--- config.mk ---
export PLATFORM = sky130hd
export DESIGN_NAME = exc_seq
export DESIGN_NICKNAME = d
export VERILOG_FILES = /design/src/rtl/exc_pkg.sv /design/src/rtl/exc_arbiter.sv /design/src/rtl/exc_vector.sv /design/src/rtl/exc_seq.sv
export SDC_FILE = /design/constraint.sdc
export NUM_CORES = 1
export LEC_CHECK = 0
export ABC_AREA = 1
export ABC_CLOCK_PERIOD_IN_PS = 5150
export BUFFER_PORTS_ARGS = -buffer_cell sky130_fd_sc_hd__buf_2
export CAP_MARGIN = 20
export CORE_MARGIN = 1.5
export CORE_UTILIZATION = 45
export CTS_CLUSTER_SIZE = 24
export DETAILED_ROUTE_END_ITERATION = 16
export PLACE_DENSITY = 0.81
export SYNTH_ARGS = -nofsm -noshare
export SYNTH_HDL_FRONTEND = slang
export SYNTH_SLANG_ARGS = --single-unit
--- constraint.sdc ---
create_clock -name clk -period 5.15 [get_ports clk]
set_input_delay 1.03 -clock clk [delete_from_list [all_inputs] [get_ports clk]]
set_output_delay 1.03 -clock clk [all_outputs]
set_load 0.03 [all_outputs]
--- src/rtl/exc_pkg.sv ---
package exc_pkg;

    localparam int XLEN    = 32;
    localparam int NUM_EXC = 7;
    localparam int MODE_W  = 5;

    // request line indices
    localparam int EX_RESET = 0;
    localparam int EX_UND   = 1;
    localparam int EX_SWI   = 2;
    localparam int EX_PABT  = 3;
    localparam int EX_DABT  = 4;
    localparam int EX_IRQ   = 5;
    localparam int EX_FIQ   = 6;

    // status word bit positions
    localparam int BIT_T = 5;
    localparam int BIT_F = 6;
    localparam int BIT_I = 7;

    localparam logic [MODE_W-1:0] MODE_USR = 5'b10000;
    localparam logic [MODE_W-1:0] MODE_FIQ = 5'b10001;
    localparam logic [MODE_W-1:0] MODE_IRQ = 5'b10010;
    localparam logic [MODE_W-1:0] MODE_SVC = 5'b10011;
    localparam logic [MODE_W-1:0] MODE_ABT = 5'b10111;
    localparam logic [MODE_W-1:0] MODE_UND = 5'b11011;
    localparam logic [MODE_W-1:0] MODE_SYS = 5'b11111;

    localparam logic [XLEN-1:0] RESET_STATUS = 32'h0000_00D3;

    // highest priority first
    localparam int PRIO_ORDER [NUM_EXC] = '{EX_RESET, EX_DABT, EX_FIQ, EX_IRQ,
                                            EX_PABT, EX_UND, EX_SWI};

    function automatic logic [MODE_W-1:0] exc_mode(input int k);
        case (k)
            EX_UND:           return MODE_UND;
            EX_PABT, EX_DABT: return MODE_ABT;
            EX_IRQ:           return MODE_IRQ;
            EX_FIQ:           return MODE_FIQ;
            default:          return MODE_SVC;
        endcase
    endfunction

    // slot 0x14 is unused, so IRQ and FIQ sit one word further up
    function automatic logic [7:0] exc_offset(input int k);
        int slot;
        slot = (k >= EX_IRQ) ? k + 1 : k;
        return 8'(slot * 4);
    endfunction

    typedef struct packed {
        logic [XLEN-1:0]   status;
        logic [XLEN-1:0]   pc;
        logic [XLEN-1:0]   sv_wdata;
        logic [XLEN-1:0]   lr_wdata;
        logic [MODE_W-1:0] bank_mode;
        logic              sv_we;
        logic              lr_we;
        logic              pc_load;
        logic              done;
    } seq_state_t;

endpackage

--- src/rtl/exc_arbiter.sv ---
module exc_arbiter
    import exc_pkg::*;
(
    input  logic [NUM_EXC-1:0] req,
    input  logic               irq_mask,
    input  logic               fiq_mask,
    output logic [NUM_EXC-1:0] grant,
    output logic               any
);

    logic [NUM_EXC-1:0] live;

    always_comb begin
        live         = req;
        live[EX_IRQ] = req[EX_IRQ] & ~irq_mask;
        live[EX_FIQ] = req[EX_FIQ] & ~fiq_mask;
    end

    always_comb begin
        grant = '0;
        any   = 1'b0;
        for (int p = 0; p < NUM_EXC; p++) begin
            if (!any && live[PRIO_ORDER[p]]) begin
                grant[PRIO_ORDER[p]] = 1'b1;
                any                  = 1'b1;
            end
        end
    end

endmodule

--- src/rtl/exc_vector.sv ---
module exc_vector
    import exc_pkg::*;
#(
    parameter logic [XLEN-1:0] HIGH_BASE = 32'hFFFF_0000
) (
    input  logic [NUM_EXC-1:0] grant,
    input  logic               hivec,
    output logic [XLEN-1:0]    vector,
    output logic [MODE_W-1:0]  mode,
    output logic               set_f
);

    logic [7:0]        off_part  [NUM_EXC];
    logic [MODE_W-1:0] mode_part [NUM_EXC];

    for (genvar k = 0; k < NUM_EXC; k++) begin : g_kind
        assign off_part[k]  = grant[k] ? exc_offset(k) : 8'h00;
        assign mode_part[k] = grant[k] ? exc_mode(k)   : '0;
    end

    always_comb begin
        logic [7:0] off;
        off  = 8'h00;
        mode = '0;
        for (int k = 0; k < NUM_EXC; k++) begin
            off  = off  | off_part[k];
            mode = mode | mode_part[k];
        end
        vector = (hivec ? HIGH_BASE : '0) | {{(XLEN-8){1'b0}}, off};
    end

    assign set_f = grant[EX_RESET] | grant[EX_FIQ];

endmodule

--- src/rtl/exc_seq.sv ---
module exc_seq
    import exc_pkg::*;
#(
    parameter logic [31:0] HIGH_BASE = 32'hFFFF_0000
) (
    input  logic        clk,
    input  logic        rst_n,
    input  logic [6:0]  exc_req,
    input  logic        ret_req,
    input  logic [31:0] ret_addr,
    input  logic        hivec,
    input  logic [31:0] sv_rdata,
    input  logic [31:0] lr_rdata,
    output logic [31:0] status,
    output logic [31:0] pc,
    output logic        pc_load,
    output logic        sv_we,
    output logic [31:0] sv_wdata,
    output logic        lr_we,
    output logic [31:0] lr_wdata,
    output logic [4:0]  bank_mode,
    output logic        done
);

    seq_state_t st_q, st_d;

    logic [NUM_EXC-1:0] grant;
    logic               take;
    logic [XLEN-1:0]    vec;
    logic [MODE_W-1:0]  tgt_mode;
    logic               tgt_set_f;
    logic               has_saved;

    exc_arbiter u_arb (
        .req      (exc_req),
        .irq_mask (st_q.status[BIT_I]),
        .fiq_mask (st_q.status[BIT_F]),
        .grant    (grant),
        .any      (take)
    );

    exc_vector #(.HIGH_BASE(HIGH_BASE)) u_vec (
        .grant  (grant),
        .hivec  (hivec),
        .vector (vec),
        .mode   (tgt_mode),
        .set_f  (tgt_set_f)
    );

    assign has_saved = (st_q.status[4:0] != MODE_USR) && (st_q.status[4:0] != MODE_SYS);

    always_comb begin
        st_d         = st_q;
        st_d.sv_we   = 1'b0;
        st_d.lr_we   = 1'b0;
        st_d.pc_load = 1'b0;
        st_d.done    = 1'b0;
        if (take) begin
            st_d.status[4:0]   = tgt_mode;
            st_d.status[BIT_T] = 1'b0;
            st_d.status[BIT_I] = 1'b1;
            if (tgt_set_f)
                st_d.status[BIT_F] = 1'b1;
            st_d.sv_wdata  = st_q.status;
            st_d.lr_wdata  = ret_addr;
            st_d.bank_mode = tgt_mode;
            st_d.pc        = vec;
            st_d.sv_we     = 1'b1;
            st_d.lr_we     = 1'b1;
            st_d.pc_load   = 1'b1;
            st_d.done      = 1'b1;
        end else if (ret_req && has_saved) begin
            st_d.status  = sv_rdata;
            st_d.pc      = lr_rdata;
            st_d.pc_load = 1'b1;
            st_d.done    = 1'b1;
        end
    end

    always_ff @(posedge clk or negedge rst_n) begin
        if (!rst_n) begin
            st_q           <= '0;
            st_q.status    <= RESET_STATUS;
            st_q.bank_mode <= MODE_SVC;
        end else begin
            st_q <= st_d;
        end
    end

    assign status    = st_q.status;
    assign pc        = st_q.pc;
    assign pc_load   = st_q.pc_load;
    assign sv_we     = st_q.sv_we;
    assign sv_wdata  = st_q.sv_wdata;
    assign lr_we     = st_q.lr_we;
    assign lr_wdata  = st_q.lr_wdata;
    assign bank_mode = st_q.bank_mode;
    assign done      = st_q.done;


    entry_state_chk: assert property (@(posedge clk) disable iff (!rst_n)
        sv_we |-> (!status[BIT_T] && status[BIT_I] && status[4:0] == bank_mode));


    entry_strobes_chk: assert property (@(posedge clk) disable iff (!rst_n)
        sv_we |-> (lr_we && pc_load && done));


    saved_word_chk: assert property (@(posedge clk) disable iff (!rst_n)
        sv_we |-> (sv_wdata == $past(status)));


    return_restore_chk: assert property (@(posedge clk) disable iff (!rst_n)
        (done && !sv_we) |-> (status == $past(sv_rdata) && pc == $past(lr_rdata)));


    return_mode_chk: assert property (@(posedge clk) disable iff (!rst_n)
        (done && !sv_we) |-> ($past(status[4:0]) != MODE_USR && $past(status[4:0]) != MODE_SYS));


    irq_mask_chk: assert property (@(posedge clk) disable iff (!rst_n)
        (sv_we && bank_mode == MODE_IRQ) |-> !$past(status[BIT_I]));

endmodule

==> metrics.md <==
| Metric | Value |
|---|---|
| Outcome | `completed` |
| Largest net degree at the start of global routing | `106` |
| R2R cell count | `11` |
| GRT busiest layer | `met2` |
| Clock network power share | `37.5%` |
| Final core utilization | `62.0%` |
| Worst-case clock buffer depth | `2` |
| Seq pwr share | `42.3%` |
| CP Capture Type | `flop` |
| PD cells | `411 mW/mm^2` |
| Setup bufs post-CTS | `0` |
| Relative max-transition margin | `36.0%` |
| Reg clk slew, reported paths | `50 ps` |
| Multi-input logic area | `0.00169 mm^2` |
| Vias/cell | `4.71` |
| Antenna Nets Post-Route | `0` |
| Drt total wl | `14.0 mm` |
| Post-synth top area cell | `dfrtp_1` |
| Most frequent cell after synthesis | `nand2_1` |
| Finished Cell Area | `0.00721 mm^2` |
| DIE HEIGHT | `113 um` |
| Met3 usage | `6.00%` |
| Reg2Reg Setup Slack | `1740 ps` |
| CTS H-tree depth | `4` |
| Reg2reg start | `status[6]` |
| Worst Setup Path Type | `in2reg` |
| Post-synthesis net count | `728` |
| R2r endpoint | `pc[28]` |
| Final period util | `70.3%` |
| Hold Path Sink | `lr_wdata[21]` |
| Worst vdd ir | `0.309 mV` |
| Max Slew Vio Count | `0` |
| Residual DRC | `0` |
| Area of the core | `0.0116 mm^2` |
| Leakage power | `0.00392 uW` |
| NetSw | `937 uW` |
| Fill count | `1,042` |
| Drt pass-1 iters | `7` |
| Gr usage total | `22.7%` |
| Clock sinks | `135` |
| Synth Warn # | `0` |
| P_int | `2020 uW` |
| Min cycle time layout | `3620 ps` |
| DR vias | `4,743` |
| WP data required | `5500 ps` |
| Vias in the first global route | `4,550` |
| Final setup violation count | `0` |
| Top Ports | `244` |
| CP Launch Type | `input pin` |
| Overflow after GRT | `0` |
| First-pass GRT wire length | `22.3 mm` |
| Worst min path class | `reg2reg` |
| Placed cell areas | `0.00666 mm^2` |
| Critical path fanouts, max | `79` |
| Met1 usage | `28.2%` |
| Number of synthesized flops with an enable pin | `0` |
| Sw frac | `31.6%` |
| RSZ-0062 raised after global routing | `no` |
| Initial Util | `46.8%` |
| Share of the yosys chip area belonging to registers | `62.4%` |
| Comb pwr share | `20.2%` |
| Area grow syn2layout | `32.7%` |
| #FFs+latches synth | `135` |
| Max-cap viol count | `0` |
| Chip width | `113 um` |
| Tot Pwr | `2960 uW` |
| Clock latency on the worst-skew pair | `420 ps` |
| Ranking of synthesized cells by area | `dfrtp_1, nand2_1, dfstp_2, o21ai_0, inv_1` |
| CTS Root Cell | `clkbuf_16` |
| Async set-reset flop share out of synthesis | `100%` |
| TritonCTS Buffers | `17` |
| Hold Path Stages | `2` |
| Main flop type after synthesis | `dfrtp_1` |
| Die area | `0.0127 mm^2` |
| Synthesized area per cell | `8.75 um^2` |
| Placed wire-length estimate | `9.93 mm` |
| # rows | `39` |
| Proportion of netlist area held by the largest area contributor | `58.5%` |
| CTS resizes | `0` |
| Top cells by count, synth | `nand2_1, dfrtp_1, inv_1` |
| Wirelength per Cell | `13.9 um` |
| PortBufs | `243` |
| Met2 usage | `37.4%` |
| Worst-Margin Slew | `960 ps` |
| DRT iter0 DRCs | `349` |
| Ratio of cells with drive above 1 in the final layout | `33.9%` |
| Fmax | `276 MHz` |
| Synth Instances | `621` |
| Initial antenna violation count | `0` |
| Register area | `0.00339 mm^2` |
| Setup_tns | `0 ps` |
| Hold Slack | `464 ps` |
| Clock skew | `8.93 ps` |
| Final net count | `960` |
| Post-synthesis cell type count | `23` |
| Hold Path Origin | `lr_wdata[21]` |
| CTS tree | `built` |
| Routability Congestion | `0.807` |
| Synth Cell Area | `0.00543 mm^2` |
| N_diodes | `0` |
| Post-CTS Hold Buffers | `0` |
| Critical path arrival | `3970 ps` |
| Fin. Hold Viols | `0` |
-- through the flow --
step / worst slack, ps / instances
detailed placement: 1090 / 977
global placement: 1170 / 977
floorplan: 2970 / 621
global route: 1210 / 1008
CTS: 1550 / 1008
finish: 1530 / 1008
-- worst max-delay path by stage --
stage	startpoint	to	slack, ps
6_report	exc_req[4]	pc[28]	1530
3_5_place_dp	exc_req[4]	pc[28]	1090
2_1_floorplan	exc_req[4]	pc[22]	2970
5_1_grt	exc_req[4]	pc[28]	1210
4_1_cts	exc_req[4]	pc[28]	1550
3_3_place_gp	exc_req[4]	pc[3]	1170
-- cells in the final DEF, fill, tap and decap left out --
| master | synthesis | routed |
|---|---|---|
| nand4_2 | 1 | 1 |
| clkinv_2 | 0 | 5 |
| buf_4 | 6 | 4 |
| clkinvlp_4 | 0 | 5 |
| nand2_1 | 322 | 322 |
| clkbuf_8 | 0 | 1 |
| o21ai_0 | 33 | 33 |
| nor3_1 | 1 | 1 |
| nand3b_1 | 1 | 1 |
| o21a_1 | 1 | 1 |
| buf_2 | 15 | 242 |
| dfstp_2 | 8 | 8 |
| or2_2 | 1 | 1 |
| nand2_2 | 1 | 1 |
| nor2_1 | 14 | 14 |
| clkbuf_1 | 8 | 1 |
| dfrtp_1 | 127 | 127 |
| buf_6 | 5 | 1 |
| clkbuf_16 | 0 | 17 |
| a21oi_1 | 4 | 4 |
| clkinv_4 | 0 | 1 |
| nand3_1 | 10 | 10 |
| a21o_1 | 1 | 1 |
| bufinv_16 | 0 | 1 |
| nand4_1 | 1 | 1 |
| inv_6 | 0 | 1 |
| inv_1 | 38 | 38 |
| o21ai_1 | 18 | 18 |
| nor2_4 | 4 | 4 |
-- power groups by stage --
stage | sequential [uW] | combinational (uW) | clock [uW]
2_1_floorplan | 1520 | 112 | 0
3_3_place_gp | 1260 | 594 | 0
3_5_place_dp | 1270 | 601 | 0
4_1_cts | 1250 | 604 | 1130
5_1_grt | 1270 | 639 | 1180
6_report | 1250 | 598 | 1110
-- sequential cells by signal, indices dropped and copies added, names as in the netlist --
name,cells
bank_mode,5
lr_wdata,32
pc,32
lr_we,1
status,32
sv_wdata,32
done,1
-- cell type report --
type                            count  share of cell area, %
Tap cell                          143                   2.48
Inverter                           39                   2.05
Multi-Input combinational cell    413                   23.5
Sequential cell                   135                   47.0
Clock buffer                       19                   6.15
Clock inverter                     12                   1.46
Timing Repair Buffer              247                   17.4
-- critical path, stage by stage --
cell and delay [ps]:
buf_2 120, nor2_4 150, nand2_1 110, nor2_4 150, nand4_2 640, clkinv_2 670
buf_4 690, nand2_1 120, nand2_1 100, nand2_1 60, nand2_1 80
-- logic make-up after synthesis --
kind of cell	Yosys count	synth area share, %
AOI/OAI and AO/OA	57	5.34
buffers and inverters	73	6.50
DFF	135	62.4
and+or+nand+nor	356	25.8
-- layer usage --
metal	routed length, um	vias to the layer above
met1	5970	2185
met2	6740	174
met4	362	0
li1	-	2357
met3	924	27
met5	0	-
(Power assumes the default switching activity.)
